**config.mk**
```make
export PLATFORM = sky130hd
export DESIGN_NAME = flash_len_ctrl
export DESIGN_NICKNAME = d
export VERILOG_FILES = /design/src/rtl/flen_pkg.sv /design/src/rtl/flen_len_reg.sv /design/src/rtl/flen_span.sv /design/src/rtl/flen_resolve.sv /design/src/rtl/flen_counter.sv /design/src/rtl/flash_len_ctrl.sv
export SDC_FILE = /design/constraint.sdc
export NUM_CORES = 1
export LEC_CHECK = 0
export BUFFER_PORTS_ARGS = -buffer_cell sky130_fd_sc_hd__buf_2
export CORE_MARGIN = 5
export CORE_UTILIZATION = 41
export CTS_CLUSTER_DIAMETER = 50
export CTS_CLUSTER_SIZE = 10
export DETAILED_ROUTE_END_ITERATION = 10
export GPL_ROUTABILITY_DRIVEN = 0
export SLEW_MARGIN = 25
export SYNTH_ARGS = -nofsm -noshare
export SYNTH_HDL_FRONTEND = slang
export SYNTH_SLANG_ARGS = --single-unit
export TNS_END_PERCENT = 50
```
**constraint.sdc**
```tcl
create_clock -name clk_i -period 2.44 [get_ports clk_i]
set_input_delay 0.122 -clock clk_i [delete_from_list [all_inputs] [get_ports clk_i]]
set_output_delay 0.122 -clock clk_i [all_outputs]
set_load 0.02 [all_outputs]
```
**src/rtl/flen_pkg.sv**
```systemverilog
package flen_pkg;
  typedef enum logic [1:0] {
    MODE_IND_WR = 2'b00,
    MODE_IND_RD = 2'b01,
    MODE_MMAP   = 2'b10,
    MODE_POLL   = 2'b11
  } xfer_mode_e;

  localparam int POLL_MAX_M1 = 3;  // polling phase carries at most 4 bytes
endpackage

```
**src/rtl/flen_len_reg.sv**
```systemverilog
module flen_len_reg #(
  parameter int LEN_W = 32
) (
  input  logic             clk_i,
  input  logic             rst_ni,
  input  logic             we_i,
  input  logic [LEN_W-1:0] wdata_i,
  input  logic             busy_i,
  output logic [LEN_W-1:0] len_o
);
  logic [LEN_W-1:0] len_q;

  always_ff @(posedge clk_i or negedge rst_ni) begin
    if (!rst_ni)              len_q <= '0;
    else if (we_i && !busy_i) len_q <= wdata_i;
  end

  assign len_o = len_q;

  assert_busy_hold_R2: assert property (@(posedge clk_i) disable iff (!rst_ni)
    busy_i |=> $stable(len_q));
  assert_idle_write_R2: assert property (@(posedge clk_i) disable iff (!rst_ni)
    (we_i && !busy_i) |=> (len_q == $past(wdata_i)));
endmodule

```
**src/rtl/flen_span.sv**
```systemverilog
// Bytes from start address to top of a 2^(size+1) window, minus one.
module flen_span #(
  parameter int LEN_W  = 32,
  parameter int SIZE_W = 5
) (
  input  logic [SIZE_W-1:0] size_i,
  input  logic [LEN_W-1:0]  addr_i,
  output logic [LEN_W-1:0]  span_o,
  output logic              endless_o
);
  logic [LEN_W-1:0] mask;

  for (genvar g = 0; g < LEN_W; g++) begin : g_mask
    assign mask[g] = (int'(size_i) >= g);
  end

  // window - (addr mod window) - 1 == ~addr within the window bits
  assign span_o    = mask & ~addr_i;
  assign endless_o = (int'(size_i) + 1 >= LEN_W);
endmodule

```
**src/rtl/flen_resolve.sv**
```systemverilog
module flen_resolve
  import flen_pkg::*;
#(
  parameter int LEN_W  = 32,
  parameter int SIZE_W = 5
) (
  input  logic [LEN_W-1:0]  len_i,
  input  xfer_mode_e        mode_i,
  input  logic [SIZE_W-1:0] size_i,
  input  logic [LEN_W-1:0]  addr_i,
  output logic [LEN_W-1:0]  load_o,
  output logic              free_run_o,
  output logic              clamp_o
);
  localparam logic [LEN_W-1:0] POLL_CAP = LEN_W'(POLL_MAX_M1);

  logic [LEN_W-1:0] span;
  logic             endless;
  logic             all_ones;

  flen_span #(.LEN_W(LEN_W), .SIZE_W(SIZE_W)) u_span (
    .size_i   (size_i),
    .addr_i   (addr_i),
    .span_o   (span),
    .endless_o(endless)
  );

  assign all_ones = &len_i;

  always_comb begin
    load_o     = len_i;
    free_run_o = 1'b0;
    clamp_o    = 1'b0;
    unique case (mode_i)
      MODE_MMAP: begin
        load_o     = '0;
        free_run_o = 1'b1;
      end
      MODE_POLL: begin
        if (len_i > POLL_CAP) begin
          load_o  = POLL_CAP;
          clamp_o = 1'b1;
        end
      end
      default: begin
        if (all_ones) begin
          load_o     = span;
          free_run_o = endless;
        end
      end
    endcase
  end

  always_comb begin
    if (mode_i == MODE_POLL) assert_poll_cap_R9: assert (load_o <= POLL_CAP);
  end
endmodule

```
**src/rtl/flen_counter.sv**
```systemverilog
module flen_counter #(
  parameter int LEN_W = 32
) (
  input  logic             clk_i,
  input  logic             rst_ni,
  input  logic             start_i,
  input  logic [LEN_W-1:0] load_i,
  input  logic             free_run_i,
  input  logic             byte_i,
  input  logic             abort_i,
  output logic             busy_o,
  output logic             done_o
);
  logic [LEN_W-1:0] cnt_q;
  logic             busy_q, done_q, free_q;
  logic             last;

  assign last = busy_q && byte_i && !free_q && (cnt_q == '0);

  always_ff @(posedge clk_i or negedge rst_ni) begin
    if (!rst_ni) begin
      cnt_q  <= '0;
      busy_q <= 1'b0;
      done_q <= 1'b0;
      free_q <= 1'b0;
    end else if (abort_i) begin
      cnt_q  <= '0;
      busy_q <= 1'b0;
      done_q <= 1'b0;
      free_q <= 1'b0;
    end else if (start_i && !busy_q) begin
      cnt_q  <= load_i;
      busy_q <= 1'b1;
      done_q <= 1'b0;
      free_q <= free_run_i;
    end else if (last) begin
      busy_q <= 1'b0;
      done_q <= 1'b1;
    end else begin
      done_q <= 1'b0;
      if (busy_q && byte_i && !free_q) cnt_q <= cnt_q - LEN_W'(1);
    end
  end

  assign busy_o = busy_q;
  assign done_o = done_q;

  assert_done_pulse_R4: assert property (@(posedge clk_i) disable iff (!rst_ni)
    done_q |=> !done_q);
  assert_done_idle_R3: assert property (@(posedge clk_i) disable iff (!rst_ni)
    done_q |-> !busy_q);
  assert_abort_clears_R10: assert property (@(posedge clk_i) disable iff (!rst_ni)
    abort_i |=> (!busy_q && !done_q));
  assert_free_runs_R7: assert property (@(posedge clk_i) disable iff (!rst_ni)
    (busy_q && free_q && !abort_i) |=> (busy_q && !done_q));
  assert_start_busy_R11: assert property (@(posedge clk_i) disable iff (!rst_ni)
    (busy_q && start_i && !byte_i && !abort_i) |=> (busy_q && $stable(cnt_q)));
  assert_idle_byte_R12: assert property (@(posedge clk_i) disable iff (!rst_ni)
    (!busy_q && byte_i && !start_i) |=> (!busy_q && !done_q));
endmodule

```
**src/rtl/flash_len_ctrl.sv**
```systemverilog
module flash_len_ctrl
  import flen_pkg::*;
#(
  parameter int LEN_W  = 32,
  parameter int SIZE_W = 5
) (
  input  logic              clk_i,
  input  logic              rst_ni,
  input  logic              len_we_i,
  input  logic [LEN_W-1:0]  len_wdata_i,
  output logic [LEN_W-1:0]  len_o,
  input  logic [1:0]        mode_i,
  input  logic [SIZE_W-1:0] size_i,
  input  logic [LEN_W-1:0]  start_addr_i,
  input  logic              start_i,
  input  logic              byte_i,
  input  logic              abort_i,
  output logic              busy_o,
  output logic              done_o,
  output logic              cfg_err_o
);
  xfer_mode_e       mode;
  logic [LEN_W-1:0] len_val;
  logic [LEN_W-1:0] load_val;
  logic             free_run, clamp, start_ok;
  logic             cfg_err_q;

  assign mode     = xfer_mode_e'(mode_i);
  assign start_ok = start_i && !busy_o && !abort_i;

  flen_len_reg #(.LEN_W(LEN_W)) u_len (
    .clk_i  (clk_i),
    .rst_ni (rst_ni),
    .we_i   (len_we_i),
    .wdata_i(len_wdata_i),
    .busy_i (busy_o),
    .len_o  (len_val)
  );

  flen_resolve #(.LEN_W(LEN_W), .SIZE_W(SIZE_W)) u_res (
    .len_i     (len_val),
    .mode_i    (mode),
    .size_i    (size_i),
    .addr_i    (start_addr_i),
    .load_o    (load_val),
    .free_run_o(free_run),
    .clamp_o   (clamp)
  );

  flen_counter #(.LEN_W(LEN_W)) u_cnt (
    .clk_i     (clk_i),
    .rst_ni    (rst_ni),
    .start_i   (start_i),
    .load_i    (load_val),
    .free_run_i(free_run),
    .byte_i    (byte_i),
    .abort_i   (abort_i),
    .busy_o    (busy_o),
    .done_o    (done_o)
  );

  always_ff @(posedge clk_i or negedge rst_ni) begin
    if (!rst_ni)                cfg_err_q <= 1'b0;
    else if (start_ok && clamp) cfg_err_q <= 1'b1;
  end

  assign len_o     = len_val;
  assign cfg_err_o = cfg_err_q;

  assert_err_sticky_R9: assert property (@(posedge clk_i) disable iff (!rst_ni)
    cfg_err_q |=> cfg_err_q);
  assert_poll_flag_R9: assert property (@(posedge clk_i) disable iff (!rst_ni)
    (start_ok && mode_i == 2'b11 && len_val > LEN_W'(POLL_MAX_M1)) |=> cfg_err_q);
  assert_poll_clean_R8: assert property (@(posedge clk_i) disable iff (!rst_ni)
    (!cfg_err_q && start_ok && mode_i == 2'b11 && len_val <= LEN_W'(POLL_MAX_M1))
      |=> !cfg_err_q);
endmodule

```
* Word level (Yosys, flattened, before mapping)
Index checks and enable logic that the tools add are counted.
** Word-level totals
- Register bits :: 68
- Word-level logic and storage cells :: 81
** Operators by class
- Add/sub/neg operators :: 2
- $lt $le $gt $ge :: 33
- Eq/ne operators :: 3
- Mux-type cells :: 19
- Bitwise gates (word level) :: 2
- Reduce and logical (&&, ||, !) cells :: 16
** Operators by type and width (count)
- 32-bit 2-to-1 mux :: 6
- 5-bit >= comparator, second input constant :: 16
- 32-bit one-hot mux with 2 select lines :: 1
- 5-bit by 4-bit >= comparator with 1-bit output, second input constant :: 8
- 32-bit bitwise AND :: 1
- 32-bit by 2-bit greater-than comparator with 1-bit output, second input constant :: 1
- 32-bit zero test :: 1
- 32-bit NOT :: 1
- 32-bit AND reduction :: 1
- 32-bit by 1-bit subtractor with 32-bit output, second input constant :: 1
- 5-bit by 3-bit >= comparator with 1-bit output, second input constant :: 4
- 1-bit 2-to-1 mux :: 11
- 5-bit by 2-bit >= comparator with 1-bit output, second input constant :: 2
- 1-bit logical AND :: 7
- 5-bit by 1-bit adder with 6-bit output, second input constant :: 1
- 6-bit >= comparator, second input constant :: 1
- 3-bit nonzero test :: 2
- 5-bit by 1-bit >= comparator with 1-bit output, second input constant :: 1
- 2-bit equality test, second input constant :: 2
- 1-bit zero test :: 3
- 3-bit inequality test, second input constant :: 1
- 1-bit one-hot mux with 2 select lines :: 1
- 2-bit AND reduction :: 1
- 2-bit nonzero test :: 1

* Longest topological paths before layout
Gate-level depths: netlist of the first run.
- Word-level depth :: 6
- Depth in mapped cells :: 8
- Depth with buffers taken out :: 7

* Cells and area by module
Synthesis of the first run repeated with hierarchy kept, for this count alone.
** Unflattened totals
- Cell total of the unflattened synthesis :: 498
- Area, all modules :: 4882.2 um^2
** Modules (own cells, without submodules)
- flen_counter :: times used 1, cells each 291, area each 2546.2 um^2, seq. area each 875.8 um^2
- flen_len_reg :: times used 1, cells each 69, area each 1358.8 um^2, seq. area each 800.8 um^2
- flen_resolve :: times used 1, cells each 73, area each 566.8 um^2, seq. area each 0.0 um^2
- flen_span :: times used 1, cells each 62, area each 369.1 um^2, seq. area each 0.0 um^2
- flash_len_ctrl :: times used 1, cells each 3, area each 41.3 um^2, seq. area each 25.0 um^2

* Least setup slack after synthesis of the first run
OpenSTA, ideal clock, no wires.
- Path kind :: reg-to-reg
- From :: register u_cnt.cnt_q[25]
- To :: register u_cnt.cnt_q[2]
- Library setup time :: 107 ps
- Arrival :: 2141 ps
- Required time :: 2333 ps
- Slack :: 193 ps
- Stages on the path, launching flop included :: 8
- Buffers on the path :: 1
- Cells stage by stage :: dfrtp_1 or4_4 nor4b_4 and4bb_1 buf_6 nor2_2 and3_4 a2111oi_4
** On the way
- Cells in the longest elaborated chain, start to end :: 4
** Ends and longest elaborated chain
- start, declared :: line flen_counter.sv:14 : logic [LEN_W-1:0] cnt_q;
- start signal, assigned :: line flen_counter.sv:32 : cnt_q <= load_i;
- start signal, assigned :: line flen_counter.sv:41 : if (busy_q && byte_i && !free_q) cnt_q <= cnt_q - LEN_W'(1);
- 32-bit zero test :: line flen_counter.sv:18 : assign last = busy_q && byte_i && !free_q && (cnt_q == '0);
- 1-bit logical AND :: line flen_counter.sv:18
- 3-bit inequality test (no source line)
- 2-bit AND reduction (no source line)
Every way passes these cells.
A chain may end at the register's enable or synchronous reset.

* Final worst setup path of the first run
- From :: register u_cnt.cnt_q[0]
- To :: register u_cnt.cnt_q[18]
** On the way
- Cells in the longest elaborated chain, start to end :: 5
- Elaborated cells on any way between the ends :: 9
- Those cells by class :: 1 x add/sub; 1 x eq/ne; 4 x mux; 3 x reduce/logical
** Ends and longest elaborated chain
- 32-bit by 1-bit subtractor with 32-bit output :: line flen_counter.sv:41
- 32-bit 2-to-1 mux :: line flen_counter.sv:41
- 32-bit 2-to-1 mux :: line flen_counter.sv:36 : end else if (last) begin
- 32-bit 2-to-1 mux :: line flen_counter.sv:31 : end else if (start_i && !busy_q) begin
- 32-bit 2-to-1 mux :: line flen_counter.sv:26 : end else if (abort_i) begin
Several ways; a longest one is shown, not always the timed one. The select of a mux whose other input is x is not followed.

==> results of run 1 <==
==> logic make-up after synthesis <==
kind of cell             after synthesis  share of synthesized area
AO/OA/AOI/OAI                        124                      0.196
XOR/XNOR                              13                     0.0263
adder cells (fa/ha/maj)                2                    0.00578
buffers and inverters                 39                     0.0445
flip-flops                            68                      0.393
multiplexers                          39                      0.100
AND/OR/NAND/NOR                      174                      0.234
==> placed cells by master, fill, tap and decap left out, types with 3 or more instances in the layout <==
| cell type | count |
|---|---|
| or3_1 | 7 |
| clkbuf_8 | 10 |
| inv_1 | 7 |
| a211oi_1 | 7 |
| xor2_1 | 7 |
| nand2b_1 | 6 |
| dfrtp_1 | 68 |
| a32oi_1 | 6 |
| o22ai_1 | 11 |
| or2_2 | 3 |
| buf_2 | 111 |
| nor3_1 | 17 |
| o21a_1 | 4 |
| nor2b_1 | 4 |
| nor4b_1 | 3 |
| nand4_1 | 14 |
| o21ai_0 | 20 |
| nand2_1 | 33 |
| o31a_1 | 4 |
| o311ai_0 | 3 |
| mux2i_1 | 4 |
| buf_4 | 54 |
| nor4_1 | 21 |
| nand3_1 | 14 |
| o32ai_1 | 3 |
| nor2_1 | 23 |
| o211a_1 | 3 |
| clkbuf_1 | 3 |
| mux2_2 | 35 |
| o31ai_1 | 6 |
| dlygate4sd3_1 | 9 |
| xnor2_1 | 6 |
| and3_1 | 4 |
| a21oi_1 | 24 |
| a31oi_1 | 13 |
| o211ai_1 | 3 |
==> routing by layer <==
layer,wire length (µm),GRT usage
met4,192,0.0697
met3,1250,0.0540
met5,0,0
met1,6630,0.331
met2,7100,0.369
==> flip-flops by register name (all words and copies together) (netlist names) <==
signal        cells
u_len.len_o      32
cfg_err_o         1
u_cnt.done_o      1
u_cnt.free_q      1
u_cnt.cnt_q      32
u_cnt.busy_o      1
==> final timing paths <==
| kind | startpoint | to |
|---|---|---|
| max in group asynchronous | rst_ni | u_len.len_o[21] |
| max reg2reg | u_cnt.cnt_q[0] | u_cnt.cnt_q[18] |
| min in group asynchronous | rst_ni | u_cnt.cnt_q[29] |
| max | u_cnt.cnt_q[0] | u_cnt.cnt_q[18] |
| min reg2reg | cfg_err_o | cfg_err_o |
| min | len_wdata_i[3] | u_len.len_o[3] |
==> through the flow <==
| step | util | area [µm²] |
|---|---|---|
| after CTS | 0.541 | 5590 |
| after global routing | 0.546 | 5640 |
| final | 0.546 | 5640 |
| after detailed placement | 0.515 | 5320 |
| after global placement | 0.515 | 5320 |
| after floorplan | - | 4330 |
==> cell type report <==
type,instances,area [µm²],area share
Timing Repair Buffer,176,1080,0.192
Inverter,9,33.8,0.00599
Clock buffer,13,149,0.0264
Multi-Input combinational cell,352,2470,0.438
Sequential cell,68,1700,0.302
Clock inverter,2,35.0,0.00621
Tap cell,136,170,0.0302
==> power breakdown <==
part	switching [µW]	total (µW)	internal (µW)
Combinational	721	1280	555
Sequential	137	1390	1260
Clock	433	928	495
Total	1290	3600	2310
==> what timing repair did <==
item,CTS,global route
setup endpoints to repair,0,8
gates resized for setup,0,11
setup buffers,0,2
hold buffers,9,0
endpoints found under the hold margin,32,0
==> impl_metrics.tcl, run 1 <==
set metrics [dict create \
    netlist_top_cells_area "dfrtp_1, mux2_2, nor4_1" \
    drive_gt1_frac 0.379 \
    synth_edf_count 0 \
    worstPathArrival_ns 2.53 \
    area_growth_pct 30.3 \
    track_usage 0.237 \
    fin_crit_sh 0.950 \
    path_depth 8 \
    fillers 928 \
    worstSkewPairLatency_ns 0.34 \
    synth_warnings 0 \
    root_buffer "clkbuf_8" \
    clk_pin_slew_worst_paths_ns 0.08 \
    hold_viol 0 \
    antenna_left 0 \
    finalMaxSlewViolations 0 \
    cts_tree "yes" \
    dpl_worst_slack_ns 0.0671 \
    startpoint_type "register" \
    ys.flop_type "dfrtp_1" \
    skew_ns 0.0118 \
    grt_overflow_total 0 \
    worst_pin_slew_ns 0.700 \
    wl_per_cell_um 20.1 \
    numPortBuffers 111 \
    dp.cells 730 \
    leakagePower_uw 0.00246 \
    fp.dieW_um 113 \
    insertedDiodeCount 0 \
    outcome "finished clean" \
    yosysTopAreaCell "dfrtp_1" \
    core-area_um2 10300 \
    synth_most_common_cell "dfrtp_1" \
    slowest_delay_ns 0.45 \
    hold_slack_ns 0.00880 \
    holdPathStages 2 \
    hold_path.class "input port to register" \
    powerDensity_nw_per_um2 638 \
    dr.pass1.iters 5 \
    antenna_found_initial 0 \
    die_y_um 113 \
    mappedNetlistArea_um2 4330 \
    grt_pass1_vias 4500 \
    fin_tns_setup_ns 0 \
    synthTopCellsByCount "dfrtp_1, mux2_2, nand2_1" \
    crit_slowest_cell "or3_2" \
    nets 695 \
    dieArea_um2 12700 \
    vias 4459 \
    power.total_uw 3600 \
    rsz0062_at_grt "no" \
    first_iter_violations 304 \
    instances_no_fill 756 \
    critPathKind "register to register" \
    grt_pass1_wl_mm 24.2 \
    routed_via_density 5.90 \
    ys_seq_area_frac 0.393 \
    ys_ff_latch 68 \
    grt_max_degree 45 \
    cts_buffers 9 \
    endpoint_kind "register" \
    cts_max_path_buffers 2 \
    avgSynthCellArea_um2 9.43 \
    rows 37 \
    fmax_mhz 431 \
    synth_top_cell_area_share 0.393 \
    yosys.cell_types.count 65 \
    numClockSinks 68 \
    r2r_cells 8 \
    dpl.hpwl_mm 11.6 \
    crit_family "simple AND/OR/NAND/NOR gates" \
    drc 0 \
    cp_num_buf_inv 2 \
    slew_headroom 0.532 \
    maxCapViolCount 0 \
    routed_wirelength_mm 15.2 \
    setup_viol 0 \
    pin_count 112 \
    start_util 0.419 \
    htreeDepth 3 \
    ff2ff_setup_slack_ns 0.12 \
    netlist_instances 459 \
    setup_slack_ns 0.121 \
    synth_fp_nets 538 \
    ys_async_sr_fraction 1.00 \
    cp.required_ns 2.65 \
    period_needed_ns 2.32 \
    path_cells "inv_1 -> ha_1 -> nor2b_1 -> and4bb_2 -> buf_6 -> or3_2 -> o311ai_0 -> o21ai_0" \
    ir_drop_uv 319 \
    critical_path.max_fanout 7 \
]
(Power assumes the default switching activity.)
==> run 2, diff against run 1 <==
--- a/config.mk
+++ b/config.mk
@@ -12,6 +12,7 @@
 export CTS_CLUSTER_SIZE = 10
 export DETAILED_ROUTE_END_ITERATION = 10
 export GPL_ROUTABILITY_DRIVEN = 0
+export REMOVE_ABC_BUFFERS = 1
 export SLEW_MARGIN = 25
 export SYNTH_ARGS = -nofsm -noshare
 export SYNTH_HDL_FRONTEND = slang
==> impl_metrics.tcl, run 2 (same netlist as run 1, synthesis figures left out) <==
set metrics [dict create \
    outcome "finished clean" \
    htreeDepth 3 \
    core-area_um2 10300 \
    fin_crit_sh 0.996 \
    start_util 0.419 \
    leakagePower_uw 0.00237 \
    startpoint_type "register" \
    slew_headroom 0.468 \
    crit_slowest_cell "or4_4" \
    fmax_mhz 412 \
    powerDensity_nw_per_um2 625 \
    area_growth_pct 26.0 \
    r2r_start "u_cnt.cnt_q[25]" \
    slowest_delay_ns 0.58 \
    dpl.hpwl_mm 11.5 \
    finalMaxSlewViolations 0 \
    dpl_worst_slack_ns 0.0522 \
    rows 37 \
    critPathKind "register to register" \
    fp.dieW_um 113 \
    final_cell_mix "buf_2, dfrtp_1, buf_4" \
    layout_commonest_cell "buf_2" \
    worst_pin_slew_ns 0.795 \
    hold_path.class "input port to register" \
    skew_ns 0.0101 \
    grt_overflow_total 0 \
    cp_num_buf_inv 1 \
    ir_drop_uv 371 \
    pin_count 112 \
    cp.required_ns 2.68 \
    first_iter_violations 304 \
    drc 0 \
    track_usage 0.239 \
    holdPathStages 2 \
    routed_via_density 6.06 \
    setup_viol 0 \
    antenna_found_initial 0 \
    dpl-instance-area_um2 5220 \
    grt_max_degree 40 \
    cts_tree "yes" \
    numClockSinks 68 \
    drive_gt1_frac 0.360 \
    rsz0062_at_grt "yes" \
    routed_wirelength_mm 15.3 \
    grt_pass1_wl_mm 24.2 \
    period_needed_ns 2.43 \
    dieArea_um2 12700 \
    root_buffer "clkbuf_8" \
    vias 4471 \
    clk_pin_slew_worst_paths_ns 0.08 \
    hp-start "len_wdata_i[31]" \
    worstPathArrival_ns 2.67 \
    antenna_left 0 \
    ff2ff_setup_slack_ns 0.01 \
    crit_family "simple AND/OR/NAND/NOR gates" \
    fin_tns_setup_ns 0 \
    cts_buffers 9 \
    power.total_uw 3410 \
    setup_slack_ns 0.0107 \
    endpoint_kind "register" \
    insertedDiodeCount 0 \
    maxCapViolCount 0 \
    whs_endpoint "u_len.len_o[31]" \
    critical_path.max_fanout 9 \
    finalCoreUtilization 0.528 \
    final_area_um2 5460 \
    ff_latch_area_um2 1700 \
    die_y_um 113 \
    worstSkewPairLatency_ns 0.34 \
    multi_input_area_um2 2450 \
    numPortBuffers 111 \
    fillers 974 \
    dr.pass1.iters 5 \
    hold_viol 0 \
    cp-startpoint "u_cnt.cnt_q[25]" \
    cts_max_path_buffers 2 \
    r2r_cells 7 \
    r2r-end "u_cnt.cnt_q[2]" \
    grt_pass1_vias 4509 \
    wl_per_cell_um 20.7 \
    path_cells "or4_4 -> nor4b_4 -> and4bb_1 -> buf_4 -> nor2_2 -> and3_4 -> a2111oi_4" \
    nets 678 \
]
-- run 2: worst max path at each step --
stage	to	slack (ns)	cells past startpoint
finish	u_cnt.cnt_q[2]	0.01	7
detailed placement	u_cnt.cnt_q[2]	0.05	7
CTS	u_cnt.cnt_q[2]	0.03	7
floorplan	u_len.len_o[0]	-0.07	2
global route	u_cnt.cnt_q[2]	-0.06	7
global placement	u_cnt.cnt_q[31]	0.09	6
-- run 2: timing repair --
item                                    in CTS  in global routing
endpoints found under the hold margin       34                  1
hold buffers                                 6                  1
buffers inserted                             0                  0
gates resized for setup                      0                  4
endpoints found under the setup margin       0                 16
-- run 2: report_power, final --
group	leakage [µW]	switching (µW)	internal (µW)	total (µW)
registers	0.000855	169	1260	1420
logic	0.00143	674	493	1170
clock network	0.0000848	437	381	818
total	0.00237	1280	2130	3410
-- run 2: per-layer routing --
metal  vias up  routed length [µm]  GRT usage
met5         -                   0          0
met4         0                 465      0.103
met3        34                1390     0.0471
met2       232                6860      0.355
met1      2157                6550      0.338
li1       2048                   -          -
-- run 2: metrics by stage --
stage	hold slack [ns]	std cells
2_1_floorplan	-0.174	429
3_3_place_gp	0.210	717
3_5_place_dp	0.221	717
4_1_cts	0.000938	737
5_1_grt	0.00876	738
6_report	0.00833	738
-- run 2: area by class of cell --
| cell class | instances | share of cell area |
|---|---|---|
| multi-input cells | 352 | 0.449 |
| flip-flops and latches | 68 | 0.312 |
| repair buffers | 159 | 0.173 |
| well taps | 136 | 0.0312 |
| clock buffers | 11 | 0.0259 |
| inverters | 9 | 0.00619 |
| clock inverters | 3 | 0.00275 |
==> run 3, diff against run 2 <==
--- a/config.mk
+++ b/config.mk
@@ -8,12 +8,12 @@
 export BUFFER_PORTS_ARGS = -buffer_cell sky130_fd_sc_hd__buf_2
 export CORE_MARGIN = 5
 export CORE_UTILIZATION = 41
+export CTS_BUF_LIST = sky130_fd_sc_hd__clkbuf_4 sky130_fd_sc_hd__clkbuf_8
 export CTS_CLUSTER_DIAMETER = 50
 export CTS_CLUSTER_SIZE = 10
 export DETAILED_ROUTE_END_ITERATION = 10
 export GPL_ROUTABILITY_DRIVEN = 0
 export REMOVE_ABC_BUFFERS = 1
-export SLEW_MARGIN = 25
 export SYNTH_ARGS = -nofsm -noshare
 export SYNTH_HDL_FRONTEND = slang
 export SYNTH_SLANG_ARGS = --single-unit
==> impl_metrics.tcl, run 3 (same netlist as run 1, synthesis figures left out) <==
set metrics [dict create \
    cp.required_ns 2.68 \
    crit_slowest_cell "or4_4" \
    powerDensity_nw_per_um2 627 \
    critPathKind "register to register" \
    r2r-end "u_cnt.cnt_q[2]" \
    final_cell_mix "buf_2, dfrtp_1, buf_4" \
    pwr-share-seq 0.416 \
    numPortBuffers 111 \
    antenna_found_initial 0 \
    worst_pin_slew_ns 0.793 \
    area_growth_pct 26.1 \
    skew_ns 0.0107 \
    ff2ff_setup_slack_ns 0.02 \
    fillers 974 \
    r2r_start "u_cnt.cnt_q[25]" \
    setup_slack_ns 0.0238 \
    final_area_um2 5460 \
    grt_max_degree 40 \
    cts_tree "yes" \
    p_switching_uw 1280 \
    grt_pass1_vias 4509 \
    outcome "finished clean" \
    routed_via_density 6.09 \
    dr.pass1.iters 5 \
    clk_pin_slew_worst_paths_ns 0.08 \
    ir_drop_uv 383 \
    die_y_um 113 \
    dpl.hpwl_mm 11.5 \
    antenna_left 0 \
    rsz0062_at_grt "yes" \
    dpl_worst_slack_ns 0.0522 \
    hold_slack_ns 0.00881 \
    pin_count 112 \
    critical_path.max_fanout 9 \
    whs_endpoint "u_len.len_o[31]" \
    fmax_mhz 414 \
    hp-start "len_wdata_i[31]" \
    track_usage 0.239 \
    finalMaxSlewViolations 0 \
    intPower_uw 2140 \
    root_buffer "clkbuf_8" \
    cts_buffers 9 \
    worstPathArrival_ns 2.66 \
    endpoint_kind "register" \
    core-area_um2 10300 \
    slew_headroom 0.470 \
    vias 4496 \
    layout_commonest_cell "buf_2" \
    wl_per_cell_um 20.7 \
    leakagePower_uw 0.00237 \
    start_util 0.419 \
    slowest_delay_ns 0.58 \
    setup_viol 0 \
    period_needed_ns 2.42 \
    fp.dieW_um 113 \
    rows 37 \
    dieArea_um2 12700 \
    r2r_cells 7 \
    cts_max_path_buffers 2 \
    routed_wirelength_mm 15.3 \
    p_clk_frac 0.243 \
    comb_power_share 0.341 \
    path_cells "or4_4 -> nor4b_4 -> and4bb_1 -> buf_4 -> nor2_2 -> and3_4 -> a2111oi_4" \
    grt_overflow_total 0 \
    nets 678 \
    numClockSinks 68 \
    worstSkewPairLatency_ns 0.34 \
    insertedDiodeCount 0 \
    holdPathStages 2 \
    grt_pass1_wl_mm 24.2 \
    drc 0 \
    switching_share 0.374 \
    drive_gt1_frac 0.362 \
    fin_crit_sh 0.990 \
    first_iter_violations 339 \
    maxCapViolCount 0 \
    hold_path.class "input port to register" \
    dpl-instance-area_um2 5220 \
    htreeDepth 3 \
    hold_viol 0 \
    startpoint_type "register" \
]
## run 3: changes by cell type in the layout (fill, tap and decap cells not counted)
cell      previous run  this run
clkbuf_4             0         1
clkbuf_1             1         0
## run 3: how the worst max path moves through the flow
stage | slack [ns] | start | endpoint | cells past startpoint
2_1_floorplan | -0.07 | u_cnt.busy_o | u_len.len_o[0] | 2
6_report | 0.02 | u_cnt.cnt_q[25] | u_cnt.cnt_q[2] | 7
4_1_cts | 0.03 | u_cnt.cnt_q[25] | u_cnt.cnt_q[2] | 7
3_5_place_dp | 0.05 | u_cnt.cnt_q[25] | u_cnt.cnt_q[2] | 7
3_3_place_gp | 0.09 | u_cnt.cnt_q[19] | u_cnt.cnt_q[31] | 6
5_1_grt | -0.06 | u_cnt.cnt_q[24] | u_cnt.cnt_q[2] | 7
## run 3: metal layers
metal,track usage,vias up,share of wire
li1,-,2050,-
met1,0.338,2176,0.43
met5,0,-,0
met2,0.355,240,0.45
met4,0.103,0,0.030
met3,0.0471,30,0.090
## run 3: cell type report
| class | count | area, µm² | share of cell area |
|---|---|---|---|
| repair buffers | 159 | 946 | 0.173 |
| multi-input cells | 352 | 2450 | 0.448 |
| clock inverters | 3 | 15.0 | 0.00275 |
| flip-flops and latches | 68 | 1700 | 0.312 |
| well taps | 136 | 170 | 0.0312 |
| clock buffers | 11 | 145 | 0.0266 |
| inverters | 9 | 33.8 | 0.00619 |
## run 3: what timing repair did
action,CTS,global route
setup endpoints to repair,0,16
hold buffers,6,1
setup buffers,0,0
resized for setup,0,4
hold endpoints to repair,34,1
## run 3: stage by stage
step | utilization | power, µW | std cells | setup TNS [ns]
3_3_place_gp | 0.505 | 2560 | 717 | 0
4_1_cts | 0.527 | 3410 | 737 | 0
2_1_floorplan | - | 2040 | 429 | -2.28
3_5_place_dp | 0.505 | 2570 | 717 | 0
6_report | 0.529 | 3420 | 738 | 0
5_1_grt | 0.529 | 3590 | 738 | -0.0596
## run 3: power by group through the flow
stage | sequential (µW) | clock [µW] | combinational (µW)
floorplan | 1510 | 0 | 532
global placement | 1430 | 0 | 1120
detailed placement | 1440 | 0 | 1130
CTS | 1420 | 839 | 1150
global route | 1440 | 886 | 1260
finish | 1420 | 829 | 1170
## run 3: worst max-delay path: cells and delay by family, from the launching register on
family,cells,cell delay (ns)
buf+inv,1,0.19
compound gates,1,0.31
simple gates,5,1.42
flops,1,0.40
